<file path="config.mk">
export PLATFORM = sky130hd
export DESIGN_NAME = dmvc_cache
export DESIGN_NICKNAME = d
export VERILOG_FILES = /design/src/rtl/dmvc_pkg.sv /design/src/rtl/dmvc_dm_array.sv /design/src/rtl/dmvc_vbuf.sv /design/src/rtl/dmvc_cache.sv
export SDC_FILE = /design/constraint.sdc
export NUM_CORES = 1
export LEC_CHECK = 0
export ABC_AREA = 1
export BUFFER_PORTS_ARGS = -buffer_cell sky130_fd_sc_hd__buf_2
export CAP_MARGIN = 20
export CORE_MARGIN = 1.5
export CORE_UTILIZATION = 45
export DETAILED_ROUTE_END_ITERATION = 8
export PLACE_DENSITY_LB_ADDON = 0.3
export SLEW_MARGIN = 10
export SYNTH_ARGS = -nofsm -noshare
export SYNTH_HDL_FRONTEND = slang
export SYNTH_SLANG_ARGS = --single-unit
</file>
<file path="constraint.sdc">
create_clock -name clk -period 3.5 [get_ports clk]
set_input_delay 0.7 -clock clk [delete_from_list [all_inputs] [get_ports clk]]
set_output_delay 0.7 -clock clk [all_outputs]
set_load 0.02 [all_outputs]
</file>
<file path="src/rtl/dmvc_pkg.sv">
package dmvc_pkg;

    localparam int ADDR_W   = 12;
    localparam int DATA_W   = 32;
    localparam int IDX_W    = 3;
    localparam int VB_N     = 4;
    localparam int TAG_W    = ADDR_W - IDX_W;
    localparam int LINES    = 1 << IDX_W;
    localparam int SLOT_W   = $clog2(VB_N);

    typedef logic [ADDR_W-1:0] addr_t;
    typedef logic [DATA_W-1:0] data_t;
    typedef logic [IDX_W-1:0]  idx_t;
    typedef logic [TAG_W-1:0]  tag_t;
    typedef logic [SLOT_W-1:0] slot_t;

    typedef struct packed {
        logic  valid;
        logic  dirty;
        tag_t  tag;
        data_t data;
    } dm_line_t;

    typedef struct packed {
        logic  valid;
        logic  dirty;
        addr_t addr;
        data_t data;
    } vb_entry_t;

    typedef enum logic [2:0] {
        ST_IDLE,
        ST_TAG,
        ST_VB,
        ST_WB,
        ST_FILL
    } ctl_state_t;

    function automatic data_t merge_word(input logic wr, input data_t wd, input data_t old);
        return wr ? wd : old;
    endfunction

endpackage

</file>
<file path="src/rtl/dmvc_dm_array.sv">
module dmvc_dm_array
    import dmvc_pkg::*;
(
    input  logic     clk,
    input  logic     rst,
    input  idx_t     rd_idx,
    input  tag_t     cmp_tag,
    output dm_line_t rd_line,
    output logic     hit,
    input  logic     wr_en,
    input  idx_t     wr_idx,
    input  dm_line_t wr_line
);

    dm_line_t lines [LINES];

    always_ff @(posedge clk) begin
        if (rst) begin
            for (int i = 0; i < LINES; i++) begin
                lines[i] <= '0;
            end
        end else if (wr_en) begin
            lines[wr_idx] <= wr_line;
        end
    end

    assign rd_line = lines[rd_idx];
    assign hit     = rd_line.valid && (rd_line.tag == cmp_tag);

endmodule

</file>
<file path="src/rtl/dmvc_vbuf.sv">
module dmvc_vbuf
    import dmvc_pkg::*;
(
    input  logic      clk,
    input  logic      rst,
    input  addr_t     look_addr,
    output logic      hit,
    output slot_t     hit_slot,
    output vb_entry_t hit_entry,
    output slot_t     fifo_slot,
    output vb_entry_t fifo_entry,
    input  logic      wr_en,
    input  slot_t     wr_slot,
    input  vb_entry_t wr_entry,
    input  logic      adv
);

    vb_entry_t         ents [VB_N];
    logic [VB_N-1:0]   match;
    slot_t             ptr;

    for (genvar g = 0; g < VB_N; g++) begin : g_cmp
        assign match[g] = ents[g].valid && (ents[g].addr == look_addr);
    end

    always_comb begin
        hit_slot = '0;
        for (int i = 0; i < VB_N; i++) begin
            if (match[i]) hit_slot = slot_t'(i);
        end
    end

    assign hit        = |match;
    assign hit_entry  = ents[hit_slot];
    assign fifo_slot  = ptr;
    assign fifo_entry = ents[ptr];

    always_ff @(posedge clk) begin
        if (rst) begin
            ptr <= '0;
            for (int i = 0; i < VB_N; i++) begin
                ents[i] <= '0;
            end
        end else begin
            if (wr_en) ents[wr_slot] <= wr_entry;
            if (adv) ptr <= (ptr == slot_t'(VB_N - 1)) ? '0 : slot_t'(ptr + 1'b1);
        end
    end

endmodule

</file>
<file path="src/rtl/dmvc_cache.sv">
module dmvc_cache
    import dmvc_pkg::*;
(
    input  logic        clk,
    input  logic        rst,
    input  logic        req_valid,
    output logic        req_ready,
    input  logic        req_write,
    input  logic [11:0] req_addr,
    input  logic [31:0] req_wdata,
    output logic        rsp_valid,
    output logic [31:0] rsp_rdata,
    output logic        mem_req_valid,
    output logic        mem_req_write,
    output logic [11:0] mem_req_addr,
    output logic [31:0] mem_req_wdata,
    input  logic        mem_rsp_valid,
    input  logic [31:0] mem_rsp_rdata
);

    ctl_state_t state, state_n;
    logic       q_write;
    addr_t      q_addr;
    data_t      q_wdata;
    idx_t       q_idx;
    tag_t       q_tag;

    dm_line_t   dm_rd, dm_wline;
    logic       dm_hit, dm_we;

    logic       vb_hit, vb_we, vb_adv;
    slot_t      vb_hit_slot, vb_fifo_slot, vb_wslot;
    vb_entry_t  vb_hit_entry, vb_fifo_entry, vb_wentry, ev_entry;

    logic       rsp_set;
    data_t      rsp_data_n;

    assign q_idx = q_addr[IDX_W-1:0];
    assign q_tag = q_addr[ADDR_W-1:IDX_W];

    dmvc_dm_array u_array (
        .clk     (clk),
        .rst     (rst),
        .rd_idx  (q_idx),
        .cmp_tag (q_tag),
        .rd_line (dm_rd),
        .hit     (dm_hit),
        .wr_en   (dm_we),
        .wr_idx  (q_idx),
        .wr_line (dm_wline)
    );

    dmvc_vbuf u_vbuf (
        .clk        (clk),
        .rst        (rst),
        .look_addr  (q_addr),
        .hit        (vb_hit),
        .hit_slot   (vb_hit_slot),
        .hit_entry  (vb_hit_entry),
        .fifo_slot  (vb_fifo_slot),
        .fifo_entry (vb_fifo_entry),
        .wr_en      (vb_we),
        .wr_slot    (vb_wslot),
        .wr_entry   (vb_wentry),
        .adv        (vb_adv)
    );

    // line leaving the array, in buffer form
    assign ev_entry = '{valid: dm_rd.valid, dirty: dm_rd.dirty,
                        addr: {dm_rd.tag, q_idx}, data: dm_rd.data};

    assign req_ready = (state == ST_IDLE);

    always_comb begin
        state_n       = state;
        dm_we         = 1'b0;
        dm_wline      = '0;
        vb_we         = 1'b0;
        vb_wslot      = vb_hit_slot;
        vb_wentry     = ev_entry;
        vb_adv        = 1'b0;
        rsp_set       = 1'b0;
        rsp_data_n    = '0;
        mem_req_valid = 1'b0;
        mem_req_write = 1'b0;
        mem_req_addr  = q_addr;
        mem_req_wdata = '0;
        unique case (state)
            ST_IDLE: begin
                if (req_valid) state_n = ST_TAG;
            end
            ST_TAG: begin
                if (dm_hit) begin
                    rsp_set    = 1'b1;
                    rsp_data_n = merge_word(q_write, q_wdata, dm_rd.data);
                    if (q_write) begin
                        dm_we    = 1'b1;
                        dm_wline = '{valid: 1'b1, dirty: 1'b1, tag: q_tag, data: q_wdata};
                    end
                    state_n = ST_IDLE;
                end else begin
                    state_n = ST_VB;
                end
            end
            ST_VB: begin
                if (vb_hit) begin
                    // swap: buffer line up, array line down into the freed slot
                    rsp_set    = 1'b1;
                    rsp_data_n = merge_word(q_write, q_wdata, vb_hit_entry.data);
                    dm_we      = 1'b1;
                    dm_wline   = '{valid: 1'b1, dirty: vb_hit_entry.dirty | q_write,
                                   tag: q_tag, data: rsp_data_n};
                    vb_we      = 1'b1;
                    vb_wslot   = vb_hit_slot;
                    state_n    = ST_IDLE;
                end else if (dm_rd.valid && vb_fifo_entry.valid && vb_fifo_entry.dirty) begin
                    state_n = ST_WB;
                end else begin
                    state_n = ST_FILL;
                end
            end
            ST_WB: begin
                mem_req_valid = 1'b1;
                mem_req_write = 1'b1;
                mem_req_addr  = vb_fifo_entry.addr;
                mem_req_wdata = vb_fifo_entry.data;
                if (mem_rsp_valid) state_n = ST_FILL;
            end
            ST_FILL: begin
                mem_req_valid = 1'b1;
                if (mem_rsp_valid) begin
                    rsp_set    = 1'b1;
                    rsp_data_n = merge_word(q_write, q_wdata, mem_rsp_rdata);
                    dm_we      = 1'b1;
                    dm_wline   = '{valid: 1'b1, dirty: q_write, tag: q_tag, data: rsp_data_n};
                    if (dm_rd.valid) begin
                        vb_we    = 1'b1;
                        vb_wslot = vb_fifo_slot;
                        vb_adv   = 1'b1;
                    end
                    state_n = ST_IDLE;
                end
            end
            default: state_n = ST_IDLE;
        endcase
    end

    always_ff @(posedge clk) begin
        if (rst) begin
            state     <= ST_IDLE;
            q_write   <= 1'b0;
            q_addr    <= '0;
            q_wdata   <= '0;
            rsp_valid <= 1'b0;
            rsp_rdata <= '0;
        end else begin
            state     <= state_n;
            rsp_valid <= rsp_set;
            if (rsp_set) rsp_rdata <= rsp_data_n;
            if (state == ST_IDLE && req_valid) begin
                q_write <= req_write;
                q_addr  <= req_addr;
                q_wdata <= req_wdata;
            end
        end
    end

endmodule

</file>
Yosys cells after proc, flatten, opt, wreduce, memory -nomap -nowiden
Memory sizes are Yosys's and may differ from the RTL's. A register that Yosys moved wholly into a read port is not among the register bits.
Index checks and enable logic that the tools add are counted.
{ "word_totals": {"wordCells": 97, "n_memories": 2, "output_inout_bits": 80, "ramBits": 528, "inputBits": 81, "ff_bits": 83} }
{ "op_classes": {"n_addsub": 1, "reduce_logical": 14, "n_bitwise": 1, "n_eq_ne": 13, "muxes": 59} }
{ "mem_list": {"columns": ["memory", "depth", "word_bits", "rd", "rd_clocked_by_memory_dff", "wr", "line_no", "text"], "rows": [
  ["u_array.lines", 8, 43, 1, 1, 8, "dmvc_dm_array.sv:15", "dm_line_t lines [LINES];"],
  ["u_vbuf.ents", 4, 46, 6, 1, 4, "dmvc_vbuf.sv:18", "vb_entry_t ents [VB_N];"]
]} }
{ "ops": {"columns": ["op", "count"], "rows": [
  ["32-bit two-way mux", 7],
  ["43-bit two-way mux", 5],
  ["43-bit case mux with 3 select lines", 1],
  ["32-bit case mux with 3 select lines", 1],
  ["12-bit equality test", 4],
  ["46-bit two-way mux", 1],
  ["46-bit OR reduction", 1],
  ["43-bit OR reduction", 1],
  ["3-bit two-way mux", 8],
  ["1-bit two-way mux", 21],
  ["2-bit two-way mux", 10],
  ["3-bit case mux with 5 select lines", 1],
  ["12-bit two-way mux", 1],
  ["9-bit equality test", 1],
  ["1-bit logical AND", 8],
  ["3-bit by 2-bit equality test with 1-bit output (second input constant)", 2],
  ["2-bit inequality test (second input constant)", 3],
  ["1-bit case mux with 3 select lines", 2],
  ["4-bit OR reduction", 1],
  ["3-bit by 1-bit equality test with 1-bit output (second input constant)", 1],
  ["3-bit equality test (second input constant)", 1],
  ["3-bit zero test", 1],
  ["3-bit AND reduction", 1],
  ["2-bit by 1-bit adder with 2-bit output (second input constant)", 1],
  ["other kinds (4)", 4]
]} }

Logic depth before layout (Yosys ltp)
Gate-level depths: netlist of the first run.
An unclocked memory read counts as a cell.
{ "logic_depth": {"word_depth": 11, "mapped_depth": 21, "ltp_nobuf": 19} }

Modules after synthesis
From an unflattened synthesis of the first run, not the netlist that was laid out.
{ "hier_totals": {"cells_unflattened": 4004, "area_unflattened_um2": 32114.6} }
{ "modules_own_cells": {"columns": ["mod", "n_inst", "seq_area_each_um2", "area_per_inst_um2", "cells_per_inst"], "rows": [
  ["dmvc_dm_array", 1, 10329.9, 15371.0, 1551],
  ["dmvc_vbuf", 1, 5605.4, 11131.9, 1465],
  ["dmvc_cache", 1, 1621.6, 5611.6, 988]
]} }

Worst setup path before layout of the first run
OpenSTA, ideal clock, no wires.
{ "synth_timing": {"path_kind": "input to register", "startpoint": "in mem_rsp_valid", "endpoint": "mem u_vbuf.ents[0][0] in the netlist's numbering (enable)", "cell_stages": 13, "t_arrival_ps": 3251, "path_slack_ps": -155, "required_ps": 3095, "setup_time_ps": 405, "path_buffers": 2, "cell_sequence": "inv_1 -> nor2_1 -> inv_1 -> nor2_2 -> inv_2 -> or2_1 -> o21ai_1 -> inv_1 -> nor2_1 -> nand2_1 -> buf_2 -> buf_6 -> nand2_1"} }
{ "synth_lines": {"columns": ["element", "line_no", "text"], "rows": [
  ["start, declared", "dmvc_cache.sv:17", "input logic mem_rsp_valid,"],
  ["end, declared", "dmvc_vbuf.sv:18", null]
]} }

==> out/metrics.cfg, run 1 <==
[floorplan]
core_mm2=0.06835
die_w_um=265.4
dieArea_mm2=0.07045
initial_core_util_pct=45.34
ios=161
rows=96
die_h_um=265.4

[min_path]
holdPathStages=3
hp-class=input pin to flip-flop
hp-start=req_wdata[9]
min_to=q_wdata[9]$_SDFFE_PP0P_

[placed_design]
gp_routability_congestion=0.9286
portBuffers=160
place_hpwl_um=65010

[clock_tree]
postCtsSetupRepairBufs=0
htreeDepth=2
cts_tree=done
cts_buffer_depth=3
clkSlewWorstSetupHoldPaths_ns=0.07
clk_latency_ns=0.64
ctsRootBufferMaster=clkbuf_16
clock-sinks=616
cts_made_buffers=61

[timing]
setup_violations=0
rsz0062_at_grt=no
slew_viol_final=0
skew_ns=0.01838
worst_pin_slew_ns=1.093
fmax_ghz=0.3015
hold_violations=0
period_share_pct=94.75
fin_crit_ns=3.316
hold_slack_ns=0.3384
tns_ns=0
maxSlewHeadroom_pct=26.34

[route]
drt-initial-drc-count=3516
routed_wl_um=103400
routedWlPerCell_um=21.87
route.detailed.drc=0
viasPerCell=5.699
firstDrtPassIters=6
drtAntennaViolNets=0
vias=26950

[layout]
final_layout_size_suffix_gt1_share_pct=11.78
antenna_cells=0
nNetsFinal=3878
area_growth_pct=13.53

[critical_path]
reg2reg_to=u_array.lines[5][8]$_SDFFCE_PN0P_
timing.rr.start=q_addr[6]$_SDFFE_PP0P_
critical_path_peak_fanout=23
r2r_slack_ns=0.21
crit_path_end_kind=output port
start_kind=flip-flop
r2r_cells=18
crit_arrival_ns=2.62
path_class=flip-flop to output port
cp.required_ns=2.80

[yosys]
synth_area_mm2=0.03099
synthesis.nets=3770
ys.warnings.count=0
synth_edf_count=528
ys_async_sr_fraction_pct=0
synthCells=3688
syn_avg_cell_area_um2=8.403
synthDistinctLibCells=39
ys_ff_latch=616
seq_area_frac_synth_pct=56.85
ys.flop_type=edfxtp_1

[global_route]
grt_max_degree=122
grt_overflow=0
grt_pass1_wl_um=153800
antenna_found_initial=0
grt_pass1_vias=24720
grt.total_usage_pct=28.97

[pwr]
total_power_mw=18.95
ir_drop_mv=0.4867
power.leakage_nw=14.94
p_per_area_mw_per_mm2=538.5

[flow_run]
drv_cap=0

[run_status]
status=finished clean

[what timing repair did]
action | in CTS | in global routing
endpoints found under the setup margin | 0 | 56
gates resized for setup | 0 | 7
hold buffers | 0 | 0
[through the flow]
step | std cells | area (µm²) | utilization, % | worst slack, ns
3_5_place_dp | 4614 | 33110 | 48.44 | 0.2458
4_1_cts | 4728 | 35160 | 51.44 | 0.1718
5_1_grt | 4729 | 35180 | 51.48 | 0.006906
3_3_place_gp | 4614 | 33110 | 48.44 | 0.2228
6_report | 4729 | 35180 | 51.48 | 0.1836
2_1_floorplan | 3688 | 31000 | - | 0.08703
[layout make-up]
type	count	area [µm²]
clock buffers	88	1794
well taps	882	1104
fillers	6219	33160
flip-flops and latches	616	17630
clock inverters	26	251.5
multi-input cells	2555	11270
repair buffers	287	2092
inverters	275	1039
[worst max-delay path by stage]
stage / cells after the start / slack [ns] / endpoint
6_report: 6 / 0.18 / mem_req_wdata[26]
5_1_grt: 18 / 0.007 / u_array.lines[3][24]$_SDFFCE_PN0P_
4_1_cts: 6 / 0.17 / mem_req_wdata[12]
3_5_place_dp: 18 / 0.25 / u_array.lines[3][24]$_SDFFCE_PN0P_
3_3_place_gp: 18 / 0.22 / u_array.lines[2][24]$_SDFFCE_PN0P_
2_1_floorplan: 17 / 0.09 / u_array.lines[0][0]$_SDFFCE_PN0P_
[cell usage after synthesis (all sizes together), types with 4 or more instances]
library cell,n,area (µm²)
a21oi,142,714.4
a31oi,12,75.07
a32oi,11,96.34
buf,98,611.8
clkbuf,144,541.8
dfxtp,88,1762
edfxtp,528,15860
inv,273,1025
nand2,823,3132
nand3,265,1339
nand3b,29,217.7
nand4,16,145.1
nor2,879,3401
nor3,4,20.02
o211ai,4,30.03
o21ai,309,1546
o221ai,22,192.7
o22ai,23,143.9
xnor2,10,87.58
[power breakdown]
group          total (mW)  switching, mW  internal, mW  leakage [nW]
clock network        6.76           2.86          3.91          1.02
logic                3.71           2.71         0.998          7.75
registers            8.47          0.200          8.27          6.17
total                18.9           5.77          13.2          14.9
[routing by layer]
layer | global-route usage (%) | wire (µm) | share of wire, % | vias to the layer above
met5 | 0 | 0 | 0 | -
met4 | 9.792 | 3448 | 3.3 | 0
met3 | 6.601 | 13580 | 13 | 221
met2 | 43.96 | 45550 | 44 | 1755
met1 | 40.91 | 40850 | 39 | 12610
li1 | - | - | - | 12360
[logic make-up (layout without fill, tap and decap cells)]
logic type      after synthesis  count (layout)  share of synthesized area, %
compound gates              524             524                         9.056
xor+xnor                     11              11                        0.3109
fa+ha+maj                     1               1                       0.04037
buf+inv                     517             676                         7.053
flops                       616             616                         56.85
simple gates               2019            2019                         26.69
[state kept, by name, indices dropped and copies added (netlist names), named ones only]
name	flops
q_addr	12
u_array.lines	344
rsp_rdata	32
u_vbuf.ents	184
state	3
q_wdata	32
rsp_valid	1
q_write	1
u_vbuf.fifo_slot	2
[cells in the final DEF, fill, tap and decap left out, types with 9 or more instances in the layout]
master     synthesis  routed
o22ai_1           23      23
clkinv_1           2       9
buf_12             0      27
inv_2             12      12
nand3_1          264     262
nand2_1          817     799
a21oi_1          141     140
clkbuf_16          0      64
xnor2_1           10      10
edfxtp_1         528     528
nand3b_1          29      29
clkbuf_1         143      12
clkbuf_8           0      10
dfxtp_1           88      82
clkinv_2           0      13
a31oi_1           12      12
o21ai_1           22      22
o221ai_1          22      22
nand4_1           13      13
nand2_2            4      22
inv_1            261     259
a32oi_1           11      11
o21ai_0          287     287
buf_4              3      99
nor2_1           870     863
buf_2             54     160
[worst max-delay path, stage by stage (launching register included)]
cell and delay, ns:
dfxtp_2 0.75, clkinv_1 0.19, buf_4 0.28, nor2_1 0.12, o21ai_0 0.08, a21oi_1 0.32, buf_2 0.23
(Power assumes the default switching activity.)
==> run 2, diff against run 1 <==
- SKIP_LAST_GASP: not set -> 1
- SYNTH_HIERARCHICAL: not set -> 1
==> out/metrics.cfg, run 2 <==
[run_status]
status=finished clean

[timing]
tns_ns=0  ; unchanged
worst_slack_ns=0.1205  ; -0.06307 ns
setup_violations=0  ; unchanged
hold_slack_ns=0.3563  ; +0.01786 ns
rsz0062_at_grt=no
fin_crit_ns=3.379  ; +0.06307 ns
hold_violations=0  ; unchanged
fmax_ghz=0.2959  ; -1.9%
skew_ns=0.02161  ; +0.003222 ns
period_share_pct=96.56  ; +1.8 points
maxSlewHeadroom_pct=45.67  ; +19 points
slew_viol_final=0  ; unchanged
worst_pin_slew_ns=0.8111  ; -0.2822 ns

[flow_run]
drv_cap=0  ; unchanged

[pwr]
power_frac_clock_pct=36.7  ; +1.0 points
p_int_mw=13.37  ; +1.5%
p_per_area_mw_per_mm2=537.7  ; -0.15%
ir_drop_mv=0.2676  ; -45%
combPwrFrac_pct=19.4  ; -0.2 points
switchingPower_mw=5.937  ; +2.9%
power.leakage_nw=14.65  ; -1.9%
swShare_pct=30.75  ; +0.28 points
pwr-share-seq_pct=43.9  ; -0.8 points
total_power_mw=19.31  ; +1.9%

[clock_tree]
cts_tree=done
clkSlewWorstSetupHoldPaths_ns=0.06  ; about the same
clock-sinks=613  ; -0.49%
cts_hold_buffers=0  ; unchanged
clk_latency_ns=0.62  ; -0.02 ns
cts_buffer_depth=3  ; unchanged
htreeDepth=3  ; +1
ctsRootBufferMaster=clkbuf_16
cts_made_buffers=67  ; +9.8%

[min_path]
min_to=q_wdata[24]$_SDFFE_PP0P_
holdPathStages=3  ; unchanged
hp-start=req_wdata[24]
hp-class=input pin to flip-flop

[critical_path]
r2r_cells=18  ; unchanged
critical_path.most_common_cell=nand2_1
start_kind=flip-flop
timing.rr.start=q_addr[9]$_SDFFE_PP0P_
critical_path_peak_fanout=22  ; -4.3%
cp_top_family=simple AND/OR/NAND/NOR gates
path_class=flip-flop to flip-flop
cp.required_ns=3.84  ; +1.04 ns
crit_path_end_kind=flip-flop
max_stage_delay_ns=0.62  ; -0.13 ns
crit_chain=inv_1 > nand2_1 > nand2_1 > nor2_1 > nand2_1 > nor2_1 > nand2_1 > nand2_1 > buf_4 > nand3_1 > nand2_1 > nand2_1 > nand2_1 > nand2_1 > nand3_1 > o211ai_1 > inv_1 > nor2_1
r2r_slack_ns=0.12  ; -0.09 ns
crit_buf_inv=3  ; unchanged
reg2reg_to=u_array/lines[6][11]$_SDFFCE_PN0P_
crit_arrival_ns=3.72  ; +1.10 ns
cpMaxStageDelayCell=dfxtp_1

[placed_design]
portBuffers=160  ; unchanged
dp.cells=4813  ; +4.3%
post_dp_cell_area_mm2=0.03370  ; +1.8%
gp_routability_congestion=0.9463  ; +1.9%
place_hpwl_um=62890  ; -3.3%
dp_worst_setup_slack_ns=0.2410  ; -0.004719 ns

[layout]
nFillCells=6429  ; +3.4%
final_layout_size_suffix_gt1_share_pct=10.99  ; -0.79 points
largest_reg_flops=344  ; unchanged
final_common_cell=nor2_1
regArea_mm2=0.01758  ; -0.31%
area_growth_pct=13.71
multi_input_area_mm2=0.01146  ; +1.6%
final_util_pct=51.99  ; +0.52 points
final_cell_mix=978 x nor2_1, 720 x nand2_1, 528 x edfxtp_1, 350 x inv_1, 290 x o21ai_0
largestRegisters=u_array/lines (344), u_vbuf/ents (184)
top_register=u_array/lines
design_area_mm2=0.03591  ; +2.1%
nNetsFinal=4033  ; +4.0%
stdcell_count=4937  ; +4.4%

[route]
firstDrtPassIters=6  ; unchanged
vias=27240  ; +1.1%
wl_met1_um=41430  ; +1.4%
topRoutingLayerUsed=met4
route.detailed.drc=0  ; unchanged
viasPerCell=5.517  ; -3.2%
wl_met3_um=11170  ; -18%
wl_met2_um=44430  ; -2.5%
drtAntennaViolNets=0  ; unchanged
routed_wl_um=99920  ; -3.4%
drt-initial-drc-count=3311  ; -5.8%
routedWlPerCell_um=20.24  ; -7.5%

[floorplan]
die_w_um=267.9  ; +0.94%
dieArea_mm2=0.07178  ; +1.9%
core_mm2=0.06907  ; +1.1%
die_h_um=267.9  ; +0.94%
rows=96  ; unchanged
ios=161  ; unchanged
initial_core_util_pct=45.73  ; +0.38 points

[yosys]
ys.warnings.count=6  ; +6
synth_area_mm2=0.03158  ; +1.9%
synthCells=3873  ; +5.0%
synthesis.nets=3955  ; +4.9%
syn_avg_cell_area_um2=8.154  ; -3.0%

[global_route]
grt_max_degree=106  ; -13%
grt_pass1_vias=24940  ; +0.89%
grt_pass1_wl_um=149300  ; -2.9%
antenna_found_initial=2  ; +2
grt.total_usage_pct=27.54  ; -1.4 points
grt_overflow=0  ; unchanged

[run 2: changes by cell type in the layout (fill, tap and decap cells not counted), sizes merged, moves of 18 or more]
| cell | before | now |
|---|---|---|
| nand3 | 265 | 217 |
| nor2 | 879 | 986 |
| buf | 286 | 268 |
| o221ai | 22 | 0 |
| o211ai | 4 | 35 |
| a31oi | 12 | 33 |
| inv | 274 | 371 |
| nor3 | 4 | 47 |
| a21oi | 142 | 117 |
| nand2 | 823 | 746 |
| clkinv | 22 | 55 |
[run 2: area by class of cell]
cell class | instances | area share [%]
multi-input combinational | 2606 | 31.91
clock buffer | 85 | 5.198
clock inverter | 37 | 0.9163
inverter | 395 | 4.143
timing repair buffer | 268 | 5.634
antenna | 2 | 0.01394
tap | 931 | 3.244
sequential | 613 | 48.94
[run 2: power groups by stage]
| stage | clock network (mW) | logic (mW) | registers (mW) |
|---|---|---|---|
| final | 7.08 | 3.74 | 8.48 |
| after floorplan | 0 | 2.36 | 8.55 |
| after global routing | 7.41 | 4.05 | 8.51 |
| after global placement | 0 | 3.62 | 8.62 |
| after CTS | 7.17 | 3.65 | 8.47 |
| after detailed placement | 0 | 3.64 | 8.62 |
[run 2: per-layer routing]
| layer | global-route usage (%) | vias up |
|---|---|---|
| met3 | 4.829 | 173 |
| li1 | - | 12790 |
| met1 | 39.23 | 12780 |
| met2 | 42.30 | 1493 |
| met4 | 9.788 | 0 |
| met5 | 0 | - |
[run 2: repair_timing]
action                     in CTS  in global routing
setup endpoints to repair       0                 19
setup buffers                   0                  0
resized for setup               0                  4
[run 2: how the worst max path moves through the flow]
stage	from	end	slack, ns	cells after the start
floorplan	q_addr[1]$_SDFFE_PP0P_	u_array/lines[1][0]$_SDFFCE_PN0P_	-0.01	21
global placement	q_addr[9]$_SDFFE_PP0P_	u_array/lines[0][16]$_SDFFCE_PN0P_	0.25	18
detailed placement	q_addr[7]$_SDFFE_PP0P_	u_array/lines[6][16]$_SDFFCE_PN0P_	0.24	18
CTS	state[2]$_SDFFE_PP0P_	mem_req_addr[8]	0.19	5
global route	q_addr[0]$_SDFFE_PP0P_	u_array/lines[0][14]$_SDFFCE_PN0P_	0.004	22
finish	q_addr[9]$_SDFFE_PP0P_	u_array/lines[6][11]$_SDFFCE_PN0P_	0.12	18
[run 2: worst register-to-register path, stage by stage, from the launching register on]
cell and delay, ns:
dfxtp_1 0.62, inv_1 0.17, nand2_1 0.09, nand2_1 0.05, nor2_1 0.08, nand2_1 0.08, nor2_1 0.16, nand2_1 0.12
nand2_1 0.21, buf_4 0.37, nand3_1 0.13, nand2_1 0.09, nand2_1 0.10, nand2_1 0.13, nand2_1 0.06, nand3_1 0.10
o211ai_1 0.16, inv_1 0.31, nor2_1 0.10
